[config.mk]
export PLATFORM = sky130hd
export DESIGN_NAME = tlb_xlate
export DESIGN_NICKNAME = d
export VERILOG_FILES = /design/src/rtl/tlb_pkg.sv /design/src/rtl/tlb_tag_match.sv /design/src/rtl/tlb_prio_enc.sv /design/src/rtl/tlb_xlate.sv
export SDC_FILE = /design/constraint.sdc
export NUM_CORES = 2
export LEC_CHECK = 0
export ABC_AREA = 1
export BUFFER_PORTS_ARGS = -buffer_cell sky130_fd_sc_hd__buf_2
export CAP_MARGIN = 20
export CORE_ASPECT_RATIO = 2
export CORE_UTILIZATION = 65
export CTS_BUF_LIST = sky130_fd_sc_hd__clkbuf_8
export CTS_CLUSTER_DIAMETER = 40
export DETAILED_ROUTE_END_ITERATION = 7
export PLACE_DENSITY = 0.94
export SYNTH_ARGS = -nofsm -noshare
export SYNTH_HDL_FRONTEND = slang
export SYNTH_HIERARCHICAL = 1
export SYNTH_SLANG_ARGS = --single-unit
[constraint.sdc]
create_clock -name clk -period 5.15 [get_ports clk]
set_input_delay 0.515 -clock clk [delete_from_list [all_inputs] [get_ports clk]]
set_output_delay 0.515 -clock clk [all_outputs]
set_load 0.005 [all_outputs]
[src/rtl/tlb_pkg.sv]
package tlb_pkg;

    typedef enum logic [1:0] {
        ACC_LOAD  = 2'd0,
        ACC_STORE = 2'd1,
        ACC_FETCH = 2'd2,
        ACC_RSVD  = 2'd3
    } acc_e;

    localparam int PERM_RD = 0;
    localparam int PERM_WR = 1;
    localparam int PERM_EX = 2;

    function automatic logic perm_allows(input logic [2:0] perm, input acc_e acc);
        case (acc)
            ACC_LOAD:  return perm[PERM_RD];
            ACC_STORE: return perm[PERM_WR];
            ACC_FETCH: return perm[PERM_EX];
            default:   return 1'b0;
        endcase
    endfunction

endpackage

[src/rtl/tlb_tag_match.sv]
module tlb_tag_match #(
    parameter int N     = 16,
    parameter int VPN_W = 16,
    parameter int PID_W = 8
) (
    input  logic [N-1:0]            vld,
    input  logic [N-1:0][VPN_W-1:0] tag_vpn,
    input  logic [N-1:0][PID_W-1:0] tag_pid,
    input  logic [VPN_W-1:0]        key_vpn,
    input  logic [PID_W-1:0]        key_pid,
    output logic [N-1:0]            match
);
    for (genvar i = 0; i < N; i++) begin : g_cmp
        assign match[i] = vld[i] && (tag_vpn[i] == key_vpn) && (tag_pid[i] == key_pid);
    end
endmodule

[src/rtl/tlb_prio_enc.sv]
module tlb_prio_enc #(
    parameter int N     = 16,
    parameter int IDX_W = 4
) (
    input  logic [N-1:0]     req,
    output logic             any,
    output logic [IDX_W-1:0] idx
);
    always_comb begin
        any = 1'b0;
        idx = '0;
        for (int i = N - 1; i >= 0; i--) begin
            if (req[i]) begin
                any = 1'b1;
                idx = IDX_W'(i);
            end
        end
    end
endmodule

[src/rtl/tlb_xlate.sv]
module tlb_xlate
    import tlb_pkg::*;
#(
    parameter  int ENTRIES = 16,
    parameter  int VPN_W   = 16,
    parameter  int PPN_W   = 12,
    parameter  int OFS_W   = 16,
    parameter  int PID_W   = 8,
    localparam int VA_W    = VPN_W + OFS_W,
    localparam int PA_W    = PPN_W + OFS_W,
    localparam int IDX_W   = (ENTRIES > 1) ? $clog2(ENTRIES) : 1
) (
    input  logic             clk,
    input  logic             rst_n,
    input  logic             req_valid,
    input  logic [VA_W-1:0]  req_va,
    input  logic [PID_W-1:0] req_pid,
    input  logic [1:0]       req_acc,
    output logic             rsp_valid,
    output logic             rsp_hit,
    output logic             rsp_miss,
    output logic             rsp_fault,
    output logic [PA_W-1:0]  rsp_pa,
    input  logic             fill_en,
    input  logic [VPN_W-1:0] fill_vpn,
    input  logic [PID_W-1:0] fill_pid,
    input  logic [PPN_W-1:0] fill_ppn,
    input  logic [2:0]       fill_perm,
    input  logic             flush_all,
    input  logic             flush_pid_en,
    input  logic [PID_W-1:0] flush_pid
);

    typedef struct packed {
        logic [ENTRIES-1:0]            vld;
        logic [ENTRIES-1:0][VPN_W-1:0] vpn;
        logic [ENTRIES-1:0][PID_W-1:0] pid;
        logic [ENTRIES-1:0][PPN_W-1:0] ppn;
        logic [ENTRIES-1:0][2:0]       perm;
        logic [IDX_W-1:0]              rr;
        logic                          rsp_v;
        logic                          hit;
        logic                          miss;
        logic                          fault;
        logic [PA_W-1:0]               pa;
    } tlb_state_t;

    tlb_state_t st_d, st_q;

    logic [ENTRIES-1:0] lk_match, fl_match;
    logic               lk_any, fl_any, free_any;
    logic [IDX_W-1:0]   lk_idx, fl_idx, free_idx, wr_idx;
    logic               acc_ok;

    tlb_tag_match #(.N(ENTRIES), .VPN_W(VPN_W), .PID_W(PID_W)) u_lookup_cmp (
        .vld     (st_q.vld),
        .tag_vpn (st_q.vpn),
        .tag_pid (st_q.pid),
        .key_vpn (req_va[VA_W-1:OFS_W]),
        .key_pid (req_pid),
        .match   (lk_match)
    );

    tlb_tag_match #(.N(ENTRIES), .VPN_W(VPN_W), .PID_W(PID_W)) u_fill_cmp (
        .vld     (st_q.vld),
        .tag_vpn (st_q.vpn),
        .tag_pid (st_q.pid),
        .key_vpn (fill_vpn),
        .key_pid (fill_pid),
        .match   (fl_match)
    );

    tlb_prio_enc #(.N(ENTRIES), .IDX_W(IDX_W)) u_lookup_enc (
        .req (lk_match),
        .any (lk_any),
        .idx (lk_idx)
    );

    tlb_prio_enc #(.N(ENTRIES), .IDX_W(IDX_W)) u_fill_enc (
        .req (fl_match),
        .any (fl_any),
        .idx (fl_idx)
    );

    tlb_prio_enc #(.N(ENTRIES), .IDX_W(IDX_W)) u_free_enc (
        .req (~st_q.vld),
        .any (free_any),
        .idx (free_idx)
    );

    always_comb begin
        st_d   = st_q;
        acc_ok = perm_allows(st_q.perm[lk_idx], acc_e'(req_acc));

        // response of this cycle's request, from the table before any update
        st_d.rsp_v = req_valid;
        st_d.hit   = req_valid && lk_any && acc_ok;
        st_d.miss  = req_valid && !lk_any;
        st_d.fault = req_valid && lk_any && !acc_ok;
        st_d.pa    = (req_valid && lk_any && acc_ok)
                   ? {st_q.ppn[lk_idx], req_va[OFS_W-1:0]} : '0;

        // placement: duplicate, then lowest free slot, then rotating victim
        wr_idx = fl_any ? fl_idx : (free_any ? free_idx : st_q.rr);

        if (flush_all) begin
            st_d.vld = '0;
        end else begin
            if (flush_pid_en) begin
                for (int i = 0; i < ENTRIES; i++) begin
                    if (st_q.pid[i] == flush_pid) st_d.vld[i] = 1'b0;
                end
            end
            if (fill_en) begin
                st_d.vpn[wr_idx]  = fill_vpn;
                st_d.pid[wr_idx]  = fill_pid;
                st_d.ppn[wr_idx]  = fill_ppn;
                st_d.perm[wr_idx] = fill_perm;
                st_d.vld[wr_idx]  = 1'b1;
                if (!fl_any && !free_any) begin
                    st_d.rr = (st_q.rr == IDX_W'(ENTRIES - 1)) ? '0 : st_q.rr + IDX_W'(1);
                end
            end
        end
    end

    always_ff @(posedge clk or negedge rst_n) begin
        if (!rst_n) st_q <= '0;
        else        st_q <= st_d;
    end

    assign rsp_valid = st_q.rsp_v;
    assign rsp_hit   = st_q.hit;
    assign rsp_miss  = st_q.miss;
    assign rsp_fault = st_q.fault;
    assign rsp_pa    = st_q.pa;

endmodule

==> flow_summary.yaml, run 1 <==
synth:
  synthAdderAreaFrac_pct: 0.0289
  async_flop_share_pct: 100
  synth_flop_cell: "dfrtp_1"
  synth.net_count: 6836
  yosysTopAreaCell: "dfrtp_1"
  synth-compound-area-share_pct: 11.8
  ys_warn_count: 6
  yosys.cell_types.count: 43
  synth_area_um2: 43300
  synthXorXnorAreaFrac_pct: 3.86
  synth_mux_area_share_pct: 0
  yosysMostFrequentCell: "nand2_1"
  yosys.area_share.simple_pct: 32.3
  synth_seq_cells: 676
  postSynthAreaPerCell_um2: 6.42
  synth_top_family_by_area: "simple AND/OR/NAND/NOR gates"
  synth_edf_count: 0
  yosys-top-cells-area: "dfrtp_1 39%, nand2_1 24%, inv_1 7.6%"
  synth_top_area_share_pct: 39.1
  synth_commonest_cells: "2,719 x nand2_1, 879 x inv_1, 676 x dfrtp_1, 608 x nor2_1, 553 x o21ai_0"
  ys_seq_area_share_pct: 39.1
  syn_inst: 6740
floorplanning:
  io_pins: 127
  die_w_um: 184
  start_util_pct: 65.9
  row_count: 133
  die_y_um: 367
grt:
  grt_overflow_total: 1031
  grt_max_degree: 138
  grt_first_pass_wirelength_um: 394000
  grt_pass1_vias: 52962
  track_usage_pct: 78.4
cts:
  clk_root_buffer_cell: "clkbuf_8"
  cts.sinks: 676
  postCtsSetupBuffers: 0
  h-tree-depth: 3
  cts_made_buffers: 96
  cts_buffer_depth: 3
placed_design:
  port_buffers: 126
  hpwl_um: 152000
  gp_congestion: 1.37
status:
  toolErrorMsg: "[ERROR GRT-0116] Global routing finished with congestion. Check the congestion regions in the DRC Viewer."
  status: "stopped before the end"
  lastStage: "global routing (5_1_grt)"
metrics by stage:
step	utilization, %	setup slack (ps)	hold slack, ps	instances	cell area (um2)
CTS	72.4	898	1.55	7780	47600
detailed placement	68.9	493	473	7586	45300
global placement	68.9	518	465	7586	45300
floorplan	-	1740	219	6740	43300
per-layer routing:
layer  GRT overflow  track usage (%)
met5              3             23.0
met4            370             79.0
met3             32             62.4
met2            612             94.7
met1             14             79.0
logic make-up after synthesis:
kind of cell               count (synthesis)
DFF                                      676
adders and majority gates                  1
AOI/OAI and AO/OA                        947
xor gates and xnor gates                 191
and+or+nand+nor                         3603
buffers and inverters                   1322
repair_timing:
item	in CTS
gates resized for setup	0
hold buffers	25
endpoints found under the hold margin	138
==> inputs of run 2 (changes only) <==
--- a/config.mk
+++ b/config.mk
@@ -8,12 +8,9 @@
 export ABC_AREA = 1
 export BUFFER_PORTS_ARGS = -buffer_cell sky130_fd_sc_hd__buf_2
 export CAP_MARGIN = 20
-export CORE_ASPECT_RATIO = 2
-export CORE_UTILIZATION = 65
-export CTS_BUF_LIST = sky130_fd_sc_hd__clkbuf_8
-export CTS_CLUSTER_DIAMETER = 40
+export CORE_UTILIZATION = 40
 export DETAILED_ROUTE_END_ITERATION = 7
-export PLACE_DENSITY = 0.94
+export PLACE_DENSITY_LB_ADDON = 0.15
 export SYNTH_ARGS = -nofsm -noshare
 export SYNTH_HDL_FRONTEND = slang
 export SYNTH_HIERARCHICAL = 1
==> run 2 against run 1 <==
  * The run now ends clean
  * Synthesized cell count is the same
  * Synthesized area stayed put
==> flow_summary.yaml, run 2 <==
critical_path:
  critical_path_class: "reg2reg"
  critical_path.endpoint_type: "flop"
  max_stage_delay_ps: 960
  arrival_ps: 5180
  cp_top_family: "simple AND/OR/NAND/NOR gates"
  startpoint_type: "flop"
  required_ps: 5770
  worst_path_most_repeated_cell: "nand2_1"
  critPathBufInv: 6
  critPathSlowestCell: "dfrtp_1"
  crit_fanout: 19
synth:
  async_flop_share_pct: 100
  synth_edf_count: 0
  ys_seq_area_share_pct: 39.1
  yosys-top-cells-area: "dfrtp_1 39%, nand2_1 24%, inv_1 7.6%"
  yosysTopAreaCell: "dfrtp_1"
  synth_seq_cells: 676
  yosysMostFrequentCell: "nand2_1"
  ys_warn_count: 6
  synth_flop_cell: "dfrtp_1"
  synth.net_count: 6836
  synth_commonest_cells: "2,719 x nand2_1, 879 x inv_1, 676 x dfrtp_1, 608 x nor2_1, 553 x o21ai_0"
  syn_inst: 6740
  yosys.cell_types.count: 43
  synth_area_um2: 43300
  synth_top_area_share_pct: 39.1
  postSynthAreaPerCell_um2: 6.42
cts:
  clk_pin_slew_worst_paths_ps: 60
  cts.sinks: 676
  clock_latency_ps: 710
  clk_root_buffer_cell: "clkbuf_16"
  h-tree-depth: 3
  cts_tree: "done"
  postCtsSetupBuffers: 0
  cts_buffer_depth: 3
  cts_made_buffers: 83
floorplanning:
  core-area_um2: 107000
  start_util_pct: 40.4
  die_w_um: 331
  die_area_um2: 110000
  io_pins: 127
  row_count: 120
  die_y_um: 331
status:
  status: "finished clean"
sta:
  tightestPinTransition_ps: 1180
  fin_setup_tns_ps: 0
  rsz0062_at_grt: "false"
  min_period_ps: 4570
  finalHoldViolCount: 0
  clock.fmax_mhz: 219
  relSlewSlack_pct: 21.3
  fin_crit_sh_pct: 88.6
  slew_violations: 0
  fin_skew_ps: 40.5
  setup_slack_ps: 585
  finalSetupViolations: 0
power:
  ir_drop_mv: 0.289
  power_leakage_uw: 0.0249
  power_density_nw_per_um2: 299
layout:
  finalNetCount: 6951
  final.fill_count: 11272
  drive_gt1_share_pct: 9.14
  final_cell_mix: "2,718 x nand2_1, 878 x inv_1, 676 x dfrtp_1"
  area_growth_pct: 14.8
  final_common_cell: "nand2_1"
  ff_latch_area_um2: 16900
  multi_input_area_um2: 20800
  fin_util_pct: 46.4
grt:
  track_usage_pct: 40.1
  grt_overflow_total: 0
  grt_max_degree: 125
  grt_first_pass_wirelength_um: 307000
  antenna_found_initial: 10
  grt_pass1_vias: 39619
detailed_routing:
  vias: 44796
  firstDrtPassIters: 7
  drt_iter0_drc: 5875
  routed_wl_um: 222000
  postRouteAntennaNets: 0
  drc: 0
  wl_per_cell_um: 26.7
  vias_per_cell: 5.37
min_path:
  hp-class: "in2reg"
placed_design:
  dp_worst_setup_slack_ps: 318
  gp_congestion: 1.07
  port_buffers: 126
  hpwl_um: 162000
job:
  maxCapViolations: 0
## run 2: cell counts after synthesis
No cell type changed its count.
## run 2: final timing paths
path                            cells after the start   startpoint  slack (ps)                    endpoint
worst min register to register                      2         flop         480                        flop
min in group asynchronous                           2        rst_n         430  asynchronous set/reset pin
worst max-delay path                               30         flop         580         rsp_pa[6]$_DFF_PN0_
worst min-delay path                                3  fill_ppn[0]         100                        flop
worst max register to register                     30         flop         580         rsp_pa[6]$_DFF_PN0_
max in group asynchronous                           3        rst_n        3460  asynchronous set/reset pin
## run 2: stage by stage
stage	hold slack [ps]	instances	cell area (um2)	total power, uW
floorplan	219	6740	43300	7290
global placement	467	8155	46600	8410
detailed placement	473	8155	46600	8430
CTS	67.0	8327	49700	14800
global route	91.8	8328	49700	15300
finish	97.3	8335	49700	14900
## run 2: logic make-up after synthesis
kind of cell / after synthesis / synth area share (%)
buffers and inverters: 1322 / 13.0
adders and majority gates: 1 / 0.0289
DFF: 676 / 39.1
AOI/OAI and AO/OA: 947 / 11.8
xor gates and xnor gates: 191 / 3.86
and+or+nand+nor: 3603 / 32.3
## run 2: power breakdown
part / switching [uW] / total (uW) / internal, uW
sequential: 515 / 6130 / 5610
combinational: 1590 / 2330 / 738
clock: 2670 / 6410 / 3740
## run 2: cell type report
class	instances	area share, %
Clock inverter	39	1.10
Timing Repair Buffer	417	7.46
Multi-Input combinational cell	4742	41.9
Inverter	935	7.06
Tap cell	1403	3.53
Antenna cell	8	0.0403
Sequential cell	676	34.0
Clock buffer	115	4.83
## run 2: what timing repair did
item | CTS | global route
gates resized for setup | 0 | 0
endpoints found under the hold margin | 85 | 0
hold buffers | 18 | 0
## run 2: tightest hold or removal path, cell delays in order
cell,delay [ps]
buf_2,130
nand2_1,50
o21ai_0,60
## run 2: routing by layer
metal  wire (um)  vias up  track usage, %  share of wire (%)
met5          41        -               0              0.018
met4       16400        6            25.2                7.4
met3       22200      540            7.75                 10
met2       94600     2428            60.0                 43
met1       89200    21151            53.3                 40
li1            -    20671               -                  -
Note: power is estimated with default switching activity, not from simulation.
